[src/rtl/sfb_pkg.sv]
package sfb_pkg;

    typedef enum logic [2:0] {
        ST_IDLE,
        ST_DIR,
        ST_ADDR,
        ST_DATA,
        ST_HS,
        ST_DONE
    } sfb_state_e;

    localparam int STAT_RXE_BIT  = 0;
    localparam int STAT_TXF_BIT  = 1;
    localparam int STAT_RXIE_BIT = 4;
    localparam int STAT_TXIE_BIT = 5;

    typedef struct packed {
        logic sclk;
        logic cs_n;
        logic mosi;
    } sfb_pins_t;

    localparam sfb_pins_t PINS_IDLE = '{sclk: 1'b0, cs_n: 1'b1, mosi: 1'b0};

    typedef struct packed {
        logic rx_ie;
        logic tx_ie;
    } sfb_ctrl_t;

    typedef struct packed {
        logic valid;
        logic is_read;
        logic to_status;
        logic busy;
    } sfb_commit_t;

    function automatic logic [7:0] sfb_status(input logic rx_empty,
                                              input logic tx_full,
                                              input sfb_ctrl_t ctrl);
        logic [7:0] s;
        s = 8'h00;
        s[STAT_RXE_BIT]  = rx_empty;
        s[STAT_TXF_BIT]  = tx_full;
        s[STAT_RXIE_BIT] = ctrl.rx_ie;
        s[STAT_TXIE_BIT] = ctrl.tx_ie;
        return s;
    endfunction

endpackage

[src/rtl/sfb_sync.sv]
module sfb_sync #(
    parameter int W      = 1,
    parameter int STAGES = 2,
    parameter logic [W-1:0] RST_VAL = '0
) (
    input  logic         clk,
    input  logic         rst,
    input  logic [W-1:0] d,
    output logic [W-1:0] q
);
    logic [W-1:0] stg [STAGES];

    always_ff @(posedge clk) begin
        if (rst) stg[0] <= RST_VAL;
        else     stg[0] <= d;
    end

    for (genvar g = 1; g < STAGES; g++) begin : g_stage
        always_ff @(posedge clk) begin
            if (rst) stg[g] <= RST_VAL;
            else     stg[g] <= stg[g-1];
        end
    end

    assign q = stg[STAGES-1];
endmodule

[src/rtl/sfb_front.sv]
module sfb_front
    import sfb_pkg::*;
#(
    parameter int SYNC_STAGES = 2
) (
    input  logic clk,
    input  logic rst,
    input  logic spi_sclk,
    input  logic spi_cs_n,
    input  logic spi_mosi,
    output logic sclk_rise,
    output logic sclk_fall,
    output logic cs_act,
    output logic mosi_s
);
    sfb_pins_t pins_raw, pins_s;
    logic      sclk_prev;

    assign pins_raw = '{sclk: spi_sclk, cs_n: spi_cs_n, mosi: spi_mosi};

    sfb_sync #(
        .W       ($bits(sfb_pins_t)),
        .STAGES  (SYNC_STAGES),
        .RST_VAL (PINS_IDLE)
    ) u_sync (
        .clk (clk),
        .rst (rst),
        .d   (pins_raw),
        .q   (pins_s)
    );

    always_ff @(posedge clk) begin
        if (rst) sclk_prev <= 1'b0;
        else     sclk_prev <= pins_s.sclk;
    end

    assign sclk_rise = pins_s.sclk & ~sclk_prev;
    assign sclk_fall = ~pins_s.sclk & sclk_prev;
    assign cs_act    = ~pins_s.cs_n;
    assign mosi_s    = pins_s.mosi;
endmodule

[src/rtl/sfb_engine.sv]
module sfb_engine
    import sfb_pkg::*;
#(
    parameter int DATA_W = 8
) (
    input  logic              clk,
    input  logic              rst,
    input  logic              sclk_rise,
    input  logic              sclk_fall,
    input  logic              cs_act,
    input  logic              mosi_s,
    input  logic [DATA_W-1:0] rx_data,
    input  logic              rx_empty,
    input  logic              tx_full,
    input  logic [7:0]        status,
    output logic [DATA_W-1:0] shreg,
    output logic              miso,
    output sfb_commit_t       commit
);
    localparam int CNT_W = (DATA_W > 1) ? $clog2(DATA_W) : 1;
    localparam logic [CNT_W-1:0] CNT_LAST = CNT_W'(DATA_W - 1);

    sfb_state_e       state;
    logic [CNT_W-1:0] cnt;
    logic             dir_rd;
    logic             adr_st;
    logic             busy;

    always_ff @(posedge clk) begin
        if (rst || !cs_act) begin
            state  <= ST_IDLE;
            cnt    <= '0;
            miso   <= 1'b0;
            commit <= '0;
            if (rst) begin
                dir_rd <= 1'b0;
                adr_st <= 1'b0;
                busy   <= 1'b0;
                shreg  <= '0;
            end
        end else begin
            commit.valid <= 1'b0;
            if (sclk_rise) begin
                unique case (state)
                    ST_IDLE: if (mosi_s) state <= ST_DIR;
                    ST_DIR: begin
                        dir_rd <= mosi_s;
                        state  <= ST_ADDR;
                    end
                    ST_ADDR: begin
                        adr_st <= mosi_s;
                        cnt    <= '0;
                        state  <= ST_DATA;
                        if (dir_rd) begin
                            shreg <= mosi_s ? DATA_W'(status) : rx_data;
                            busy  <= ~mosi_s & rx_empty;
                        end else begin
                            busy  <= 1'b0;
                        end
                    end
                    ST_DATA: begin
                        if (!dir_rd) shreg <= {shreg[DATA_W-2:0], mosi_s};
                        cnt <= cnt + 1'b1;
                        if (cnt == CNT_LAST) begin
                            state <= ST_HS;
                            if (!dir_rd && !adr_st) busy <= tx_full;
                        end
                    end
                    ST_HS: begin
                        commit <= '{valid: 1'b1, is_read: dir_rd,
                                    to_status: adr_st, busy: busy};
                        state  <= ST_DONE;
                    end
                    default: ;
                endcase
            end else if (sclk_fall) begin
                unique case (state)
                    ST_DATA: begin
                        if (dir_rd) begin
                            miso  <= shreg[DATA_W-1];
                            shreg <= {shreg[DATA_W-2:0], 1'b0};
                        end
                    end
                    ST_HS:   miso <= busy;
                    default: ;
                endcase
            end
        end
    end
endmodule

[src/rtl/sfb_ctrl.sv]
module sfb_ctrl
    import sfb_pkg::*;
(
    input  logic       clk,
    input  logic       rst,
    input  logic       wr,
    input  sfb_ctrl_t  wr_val,
    input  logic       rx_empty,
    input  logic       tx_full,
    output logic [7:0] status,
    output logic       irq
);
    sfb_ctrl_t ctrl_q;

    always_ff @(posedge clk) begin
        if (rst)     ctrl_q <= '0;
        else if (wr) ctrl_q <= wr_val;
    end

    assign status = sfb_status(rx_empty, tx_full, ctrl_q);
    assign irq    = (ctrl_q.rx_ie & ~rx_empty) | (ctrl_q.tx_ie & ~tx_full);
endmodule

[src/rtl/spi_fifo_bridge.sv]
module spi_fifo_bridge
    import sfb_pkg::*;
#(
    parameter int DATA_W      = 8,
    parameter int SYNC_STAGES = 2
) (
    input  logic              clk,
    input  logic              rst,
    input  logic              spi_sclk,
    input  logic              spi_cs_n,
    input  logic              spi_mosi,
    output logic              spi_miso,
    input  logic [DATA_W-1:0] rx_data,
    input  logic              rx_empty,
    output logic              rx_pop,
    output logic [DATA_W-1:0] tx_data,
    input  logic              tx_full,
    output logic              tx_push,
    output logic              irq
);
    logic        sclk_rise, sclk_fall, cs_act, mosi_s;
    logic [7:0]  status;
    sfb_commit_t commit;
    sfb_ctrl_t   wr_val;
    logic        ctrl_wr;

    sfb_front #(.SYNC_STAGES(SYNC_STAGES)) u_front (
        .clk       (clk),
        .rst       (rst),
        .spi_sclk  (spi_sclk),
        .spi_cs_n  (spi_cs_n),
        .spi_mosi  (spi_mosi),
        .sclk_rise (sclk_rise),
        .sclk_fall (sclk_fall),
        .cs_act    (cs_act),
        .mosi_s    (mosi_s)
    );

    sfb_engine #(.DATA_W(DATA_W)) u_engine (
        .clk       (clk),
        .rst       (rst),
        .sclk_rise (sclk_rise),
        .sclk_fall (sclk_fall),
        .cs_act    (cs_act),
        .mosi_s    (mosi_s),
        .rx_data   (rx_data),
        .rx_empty  (rx_empty),
        .tx_full   (tx_full),
        .status    (status),
        .shreg     (tx_data),
        .miso      (spi_miso),
        .commit    (commit)
    );

    assign wr_val  = '{rx_ie: tx_data[STAT_RXIE_BIT], tx_ie: tx_data[STAT_TXIE_BIT]};
    assign ctrl_wr = commit.valid & ~commit.is_read & commit.to_status;
    assign tx_push = commit.valid & ~commit.is_read & ~commit.to_status & ~commit.busy;
    assign rx_pop  = commit.valid &  commit.is_read & ~commit.to_status & ~commit.busy;

    sfb_ctrl u_ctrl (
        .clk      (clk),
        .rst      (rst),
        .wr       (ctrl_wr),
        .wr_val   (wr_val),
        .rx_empty (rx_empty),
        .tx_full  (tx_full),
        .status   (status),
        .irq      (irq)
    );
endmodule

[config.mk]
export PLATFORM = sky130hd
export DESIGN_NAME = spi_fifo_bridge
export DESIGN_NICKNAME = d
export VERILOG_FILES = /design/src/rtl/sfb_pkg.sv /design/src/rtl/sfb_sync.sv /design/src/rtl/sfb_front.sv /design/src/rtl/sfb_engine.sv /design/src/rtl/sfb_ctrl.sv /design/src/rtl/spi_fifo_bridge.sv
export SDC_FILE = /design/constraint.sdc
export NUM_CORES = 1
export LEC_CHECK = 0
export BUFFER_PORTS_ARGS = -buffer_cell sky130_fd_sc_hd__buf_4
export CORE_MARGIN = 1
export CORE_UTILIZATION = 45
export DETAILED_ROUTE_END_ITERATION = 10
export HOLD_SLACK_MARGIN = 0.15
export PLACE_DENSITY = 0.66
export SLEW_MARGIN = 20
export SYNTH_ARGS = -nofsm -noshare
export SYNTH_HDL_FRONTEND = slang
export SYNTH_SLANG_ARGS = --single-unit
[constraint.sdc]
create_clock -name clk -period 3.2 [get_ports clk]
set_clock_uncertainty 0.15 [all_clocks]
set_input_delay 0.32 -clock clk [delete_from_list [all_inputs] [get_ports clk]]
set_output_delay 0.32 -clock clk [all_outputs]
set_load 0.01 [all_outputs]
======== After elaboration in Yosys (flattened, before gate mapping) ========
Memories as Yosys holds them, arrays and structs flattened.
Index checks and enable logic that the tools add are counted.
W data, S select, Z words.
word-level totals
  register bits after elaboration ......... 25
  memory bits (writable) .................. 6
  bits of input ports ..................... 15
  logic and storage cells ................. 112
  memories ................................ 1
operators by class
  add/subtract/negate cells ............... 1
  eq/ne operators ......................... 13
  muxes and demuxes ....................... 35
  bitwise logic cells ..................... 24
  reduce and logical (&&, ||, !) cells .... 24
memories
  memory              depth  bits a word  read ports  clocked after Yosys merged registers in  wr ports  line            text
  u_front.u_sync.stg  2      3            2           0                                        2         sfb_sync.sv:11  logic [W-1:0] stg [STAGES];
operators by type and width
  operator              count
  $mux W8               9
  $mux W1               16
  $pmux W8 S2           1
  $pmux W3 S5           1
  $and A1 B1 Y1         12
  $mux W3               4
  $reduce_bool A3 Y1    4
  $reduce_bool A2 Y1    5
  $ne A3 B1 Y1 const B  3
  $not A1 Y1            9
  $reduce_and A4 Y1     2
  $reduce_and A7 Y1     1
  $eq A3 B2 Y1 const B  2
  $eq A3 B3 Y1 const B  2
  $pmux W3 S2           1
  $reduce_and A3 Y1     2
  $reduce_and A5 Y1     1
  $reduce_bool A5 Y1    1
  $mux W4               1
  $ne A2 B1 Y1 const B  2
  $ne A2 B2 Y1 const B  2
  $ne A4 B4 Y1 const B  1
  $pmux W1 S2           2
  $reduce_and A2 Y1     2
  8 further kinds       11

======== Logic depth before layout (Yosys ltp) ========
  depth in word-level cells ............... 7
  mapped depth ............................ 6
  depth with buffers taken out ............ 5

======== Modules after synthesis ========
Synthesis repeated with hierarchy kept, for this count alone.
second synthesis, totals
  cells, all modules ...................... 154
  area, all modules ....................... 1606.5 um2
modules (own cells, without submodules)
  module           instances  cells an instance  area each (um2)
  sfb_engine       1          118                1239.9
  sfb_sync         1          12                 157.7
  sfb_ctrl         1          16                 130.1
  sfb_front        1          5                  42.5
  spi_fifo_bridge  1          3                  36.3

======== Least setup slack after synthesis ========
No wires, ideal clock.
  kind .................................... flip-flop to flip-flop
  start point ............................. reg u_engine.state[1]
  end point ............................... reg u_engine.shreg[0] (enable)
  setup time .............................. 0.398 ns
  arrival ................................. 1.842 ns
  path slack .............................. 0.810 ns
  stages on the path, launching flop included .. 6
  path buffers ............................ 1
  period minus slack after synthesis ...... 2.390 ns
  path through ............................ dfxtp_1 clkbuf_1 nand4b_1 nor2_1 a21oi_1 o41ai_1
between the ends
  longest elaborated chain between the ends .. 3
  elaborated cells between the ends (all ways) .. 7
ends and longest elaborated chain
  element                                                      line                                text
  start, declared                                              sfb_engine.sv:23                    sfb_state_e state;
  start signal, assigned                                       sfb_engine.sv:31                    state <= ST_IDLE;
  start signal, assigned                                       sfb_engine.sv:45                    ST_IDLE: if (mosi_s) state <= ST_DIR;
  start signal, assigned                                       sfb_engine.sv:48                    state <= ST_ADDR;
  $eq A3 B2 Y1 (on tied branches)                              sfb_engine.sv:44, sfb_engine.sv:77
  $ne A4 B4 Y1 (no source line), or another cell as far along  -
  $reduce_and A7 Y1 (no source line) *                         -
  end signal, assigned                                         sfb_engine.sv:55                    shreg <= mosi_s ? DATA_W'(status) : rx_data;
  end signal, assigned                                         sfb_engine.sv:62                    if (!dir_rd) shreg <= {shreg[DATA_W-2:0], mosi_s};
  end signal, assigned                                         sfb_engine.sv:81                    shreg <= {shreg[DATA_W-2:0], 1'b0};
  end, declared                                                sfb_engine.sv:16                    output logic [DATA_W-1:0] shreg,
Every way passes the cells marked *; elsewhere a longest branch is shown, timed or not.
A chain may end at the register's enable or synchronous reset.

======== Worst setup path in the final report ========
  start point ............................. reg u_engine.state[0]
  end point ............................... reg u_engine.shreg[4] (enable)
The elaborated chain is that of the path after synthesis.

==> run metrics <==
Slew Limit Fails=0; clock slew at reported path FFs=0.09 ns; hpwl dp=around 2000 um; final hold violation count=0; Yosys warnings=0; post-synthesis net count=162; PnR worst setup slack=between 1 and 1.5 ns; Resize count post-CTS=0; num rows=19; worst setup path endpoint=u_engine.shreg[4]; Setup Buffers After CTS=0; core area=2850 um2; full die area=3350 um2; First DRT Iteration DRCs=65; DRC=2; Root Buffer Master=clkbuf_4; Post-synth EDFFs=11; DR vias/cell=5.51; Worst R2R End=u_engine.shreg[4]; failing checks=DRC; Yosys top cell by area=dfxtp_1; largest net degree at the start of global routing=22; Die Y-Extent=a little under 60 um; startpoint types=register; outcome=complete, but fails checks; CP max stage delay=0.58 ns; post-synthesis cell type count=33; most frequent cell after synthesis=dfxtp_1; Tcrit/Tclk final=59.5%; dpl ws=1.35 ns; slowest CP cell=dfxtp_1; register area share after synthesis=~52%; Overflow after GRT=0; Clk Latency, worst-skew pair=0.33 ns; FILL cells=~260; vias in the first global route=~1100; Slew headroom=72.8%; met2 routed WL=1360 um; GP Congestion=0.770; Initial Util=49.2%; Sink Count=31; ys flop type=dfxtp_1; RSZ-0062 raised after global routing=false; Mapped Area=1400 um2; # setup viols final=0; H-tree depth=2; first-pass GRT wire length=~4700 um; setup TNS=0 ns; drt total wl=just under 3000 um; total CTS buffers=5; Total Routing Usage GR=19.3%; worst r2r src=u_engine.state[0]; Max Freq=525 MHz; CTS tree=built; crit path kind=reg2reg; Hold Crit Class=in2reg; CP Data Arrival Time=around 1.8 ns; Syn-to-layout area delta=22.5%; CTS hold repair buffers=6; metal3 WL=125 um; worst-path maximum fanout=14; Gate Count Post-Synth=around 150; Synth area leaders=dfxtp_1 29%, edfxtp_1 24%, mux2i_1 6.4%, a21oi_1 5.3%, nor2_1 4.5%; M1 WL=1360 um; Worst EP required=slightly above 3 ns; Top Ports=27; R2R Setup Slk=1.30 ns; transition time of the tightest slew-check pin=0.408 ns; Worst VDD drop=around 0.00029 V; Lkg Pwr=0.677 nW; worst setup path start=u_engine.state[0]; Nets=slightly below 200; Tmin final=1.90 ns; WL/cell=about 14 um; Reg2Reg Depth=5; Syn Area/Cell=9.68 um2; Die X=57.9 um; share of cells above drive strength 1=21.9%; Synth Register Bits=31; initial antenna violation count=0; crit path capture type=register; top cells by count, synth=20 x dfxtp_1, 17 x nor2_1, 15 x a21oi_1, 11 x edfxtp_1, 10 x nand2_1; Async SR Flop Fraction=0%; worst path cell trace=nand4b_1 -> nor2_1 -> a21oi_1 -> o41ai_1 -> buf_4; Vias=1151; Synth top area share=28.5%; CTS Buffer Depth=2; Routed Antenna Nets=0; IO buf count=26; Max-Cap Viols=0; PD cells=404 nW/um2; diode count=0; Pre-antenna DRT Iters=7; top sig layer=met4
[how the worst min path moves through the flow]
stage | start | to | depth (start not counted)
final | tx_full | u_engine.busy | 3
after detailed placement | u_front.u_sync.stg[0][1] | u_front.u_sync.stg[1][1] | 1
after global routing | tx_full | u_engine.busy | 3
after floorplan | u_front.u_sync.stg[0][1] | u_front.u_sync.stg[1][1] | 1
after CTS | tx_full | u_engine.busy | 3
after global placement | u_front.u_sync.stg[0][1] | u_front.u_sync.stg[1][1] | 1
[final cells by class]
class / count / area, um2 / share of cell area [%]
well taps: 31 / 38.8 / 2.25
clock buffers: 6 / 41.3 / 2.40
repair buffers: 33 / 263 / 15.3
flip-flops and latches: 31 / 731 / 42.5
inverters: 4 / 15.0 / 0.873
multi-input cells: 102 / 621 / 36.1
clock inverters: 2 / 11.3 / 0.655
[where the power goes]
part,switching [W],internal [W]
sequential,0.00000697,0.000417
clock,0.000131,0.0000853
combinational,0.0000243,0.0000305
[cells in the final DEF (no fill, tap or decap), drive strengths merged, types with 7 or more instances in the layout]
cell type   n
edfxtp     11
buf        27
a21oi      15
nand2      10
dfxtp      20
mux2i       9
nor2b       7
nor2       18
[sequential cells by signal, indices dropped and copies added, names as in the netlist]
signal,flops
u_engine.shreg,8
u_front.sclk_prev,1
u_engine.state,3
u_front.u_sync.stg,6
u_engine.cnt,3
u_engine.adr_st,1
u_ctrl.status,2
u_engine.miso,1
u_engine.dir_rd,1
u_engine.commit,4
u_engine.busy,1
[cell families (layout without fill, tap and decap cells)]
| family | after synthesis | in the layout | share of synthesized area, % |
|---|---|---|---|
| flops | 31 | 31 | 52.0 |
| compound gates | 30 | 30 | 13.2 |
| buf+inv | 12 | 45 | 3.74 |
| fa+ha+maj | 2 | 2 | 1.78 |
| simple gates | 61 | 61 | 22.8 |
| mux | 9 | 9 | 6.42 |
[worst max-delay path: cells and delay by family (launching register included)]
family | cells | cell delay [ns]
flops | 1 | 0.58
buf+inv | 1 | 0.23
compound gates | 2 | 0.30
simple gates | 2 | 0.35
[metal layers]
layer  track usage [%]  vias to the layer above
met2              31.0                       28
met1              23.5                      536
met4              9.18                        0
met3              6.25                        4
li1                  -                      583
met5                 0                        -
[stage by stage]
| stage | hold WS [ns] | util, % | std cells | total power [W] | cell area [um2] |
|---|---|---|---|---|---|
| 2_1_floorplan | 0.239 | - | 145 | 0.000455 | 1400 |
| 3_3_place_gp | 0.248 | 56.4 | 195 | 0.000481 | 1610 |
| 3_5_place_dp | 0.247 | 56.4 | 195 | 0.000482 | 1610 |
| 4_1_cts | 0.199 | 60.3 | 209 | 0.000702 | 1720 |
| 5_1_grt | 0.203 | 60.3 | 209 | 0.000722 | 1720 |
| 6_report | 0.215 | 60.3 | 209 | 0.000694 | 1720 |
(Power assumes the default switching activity.)
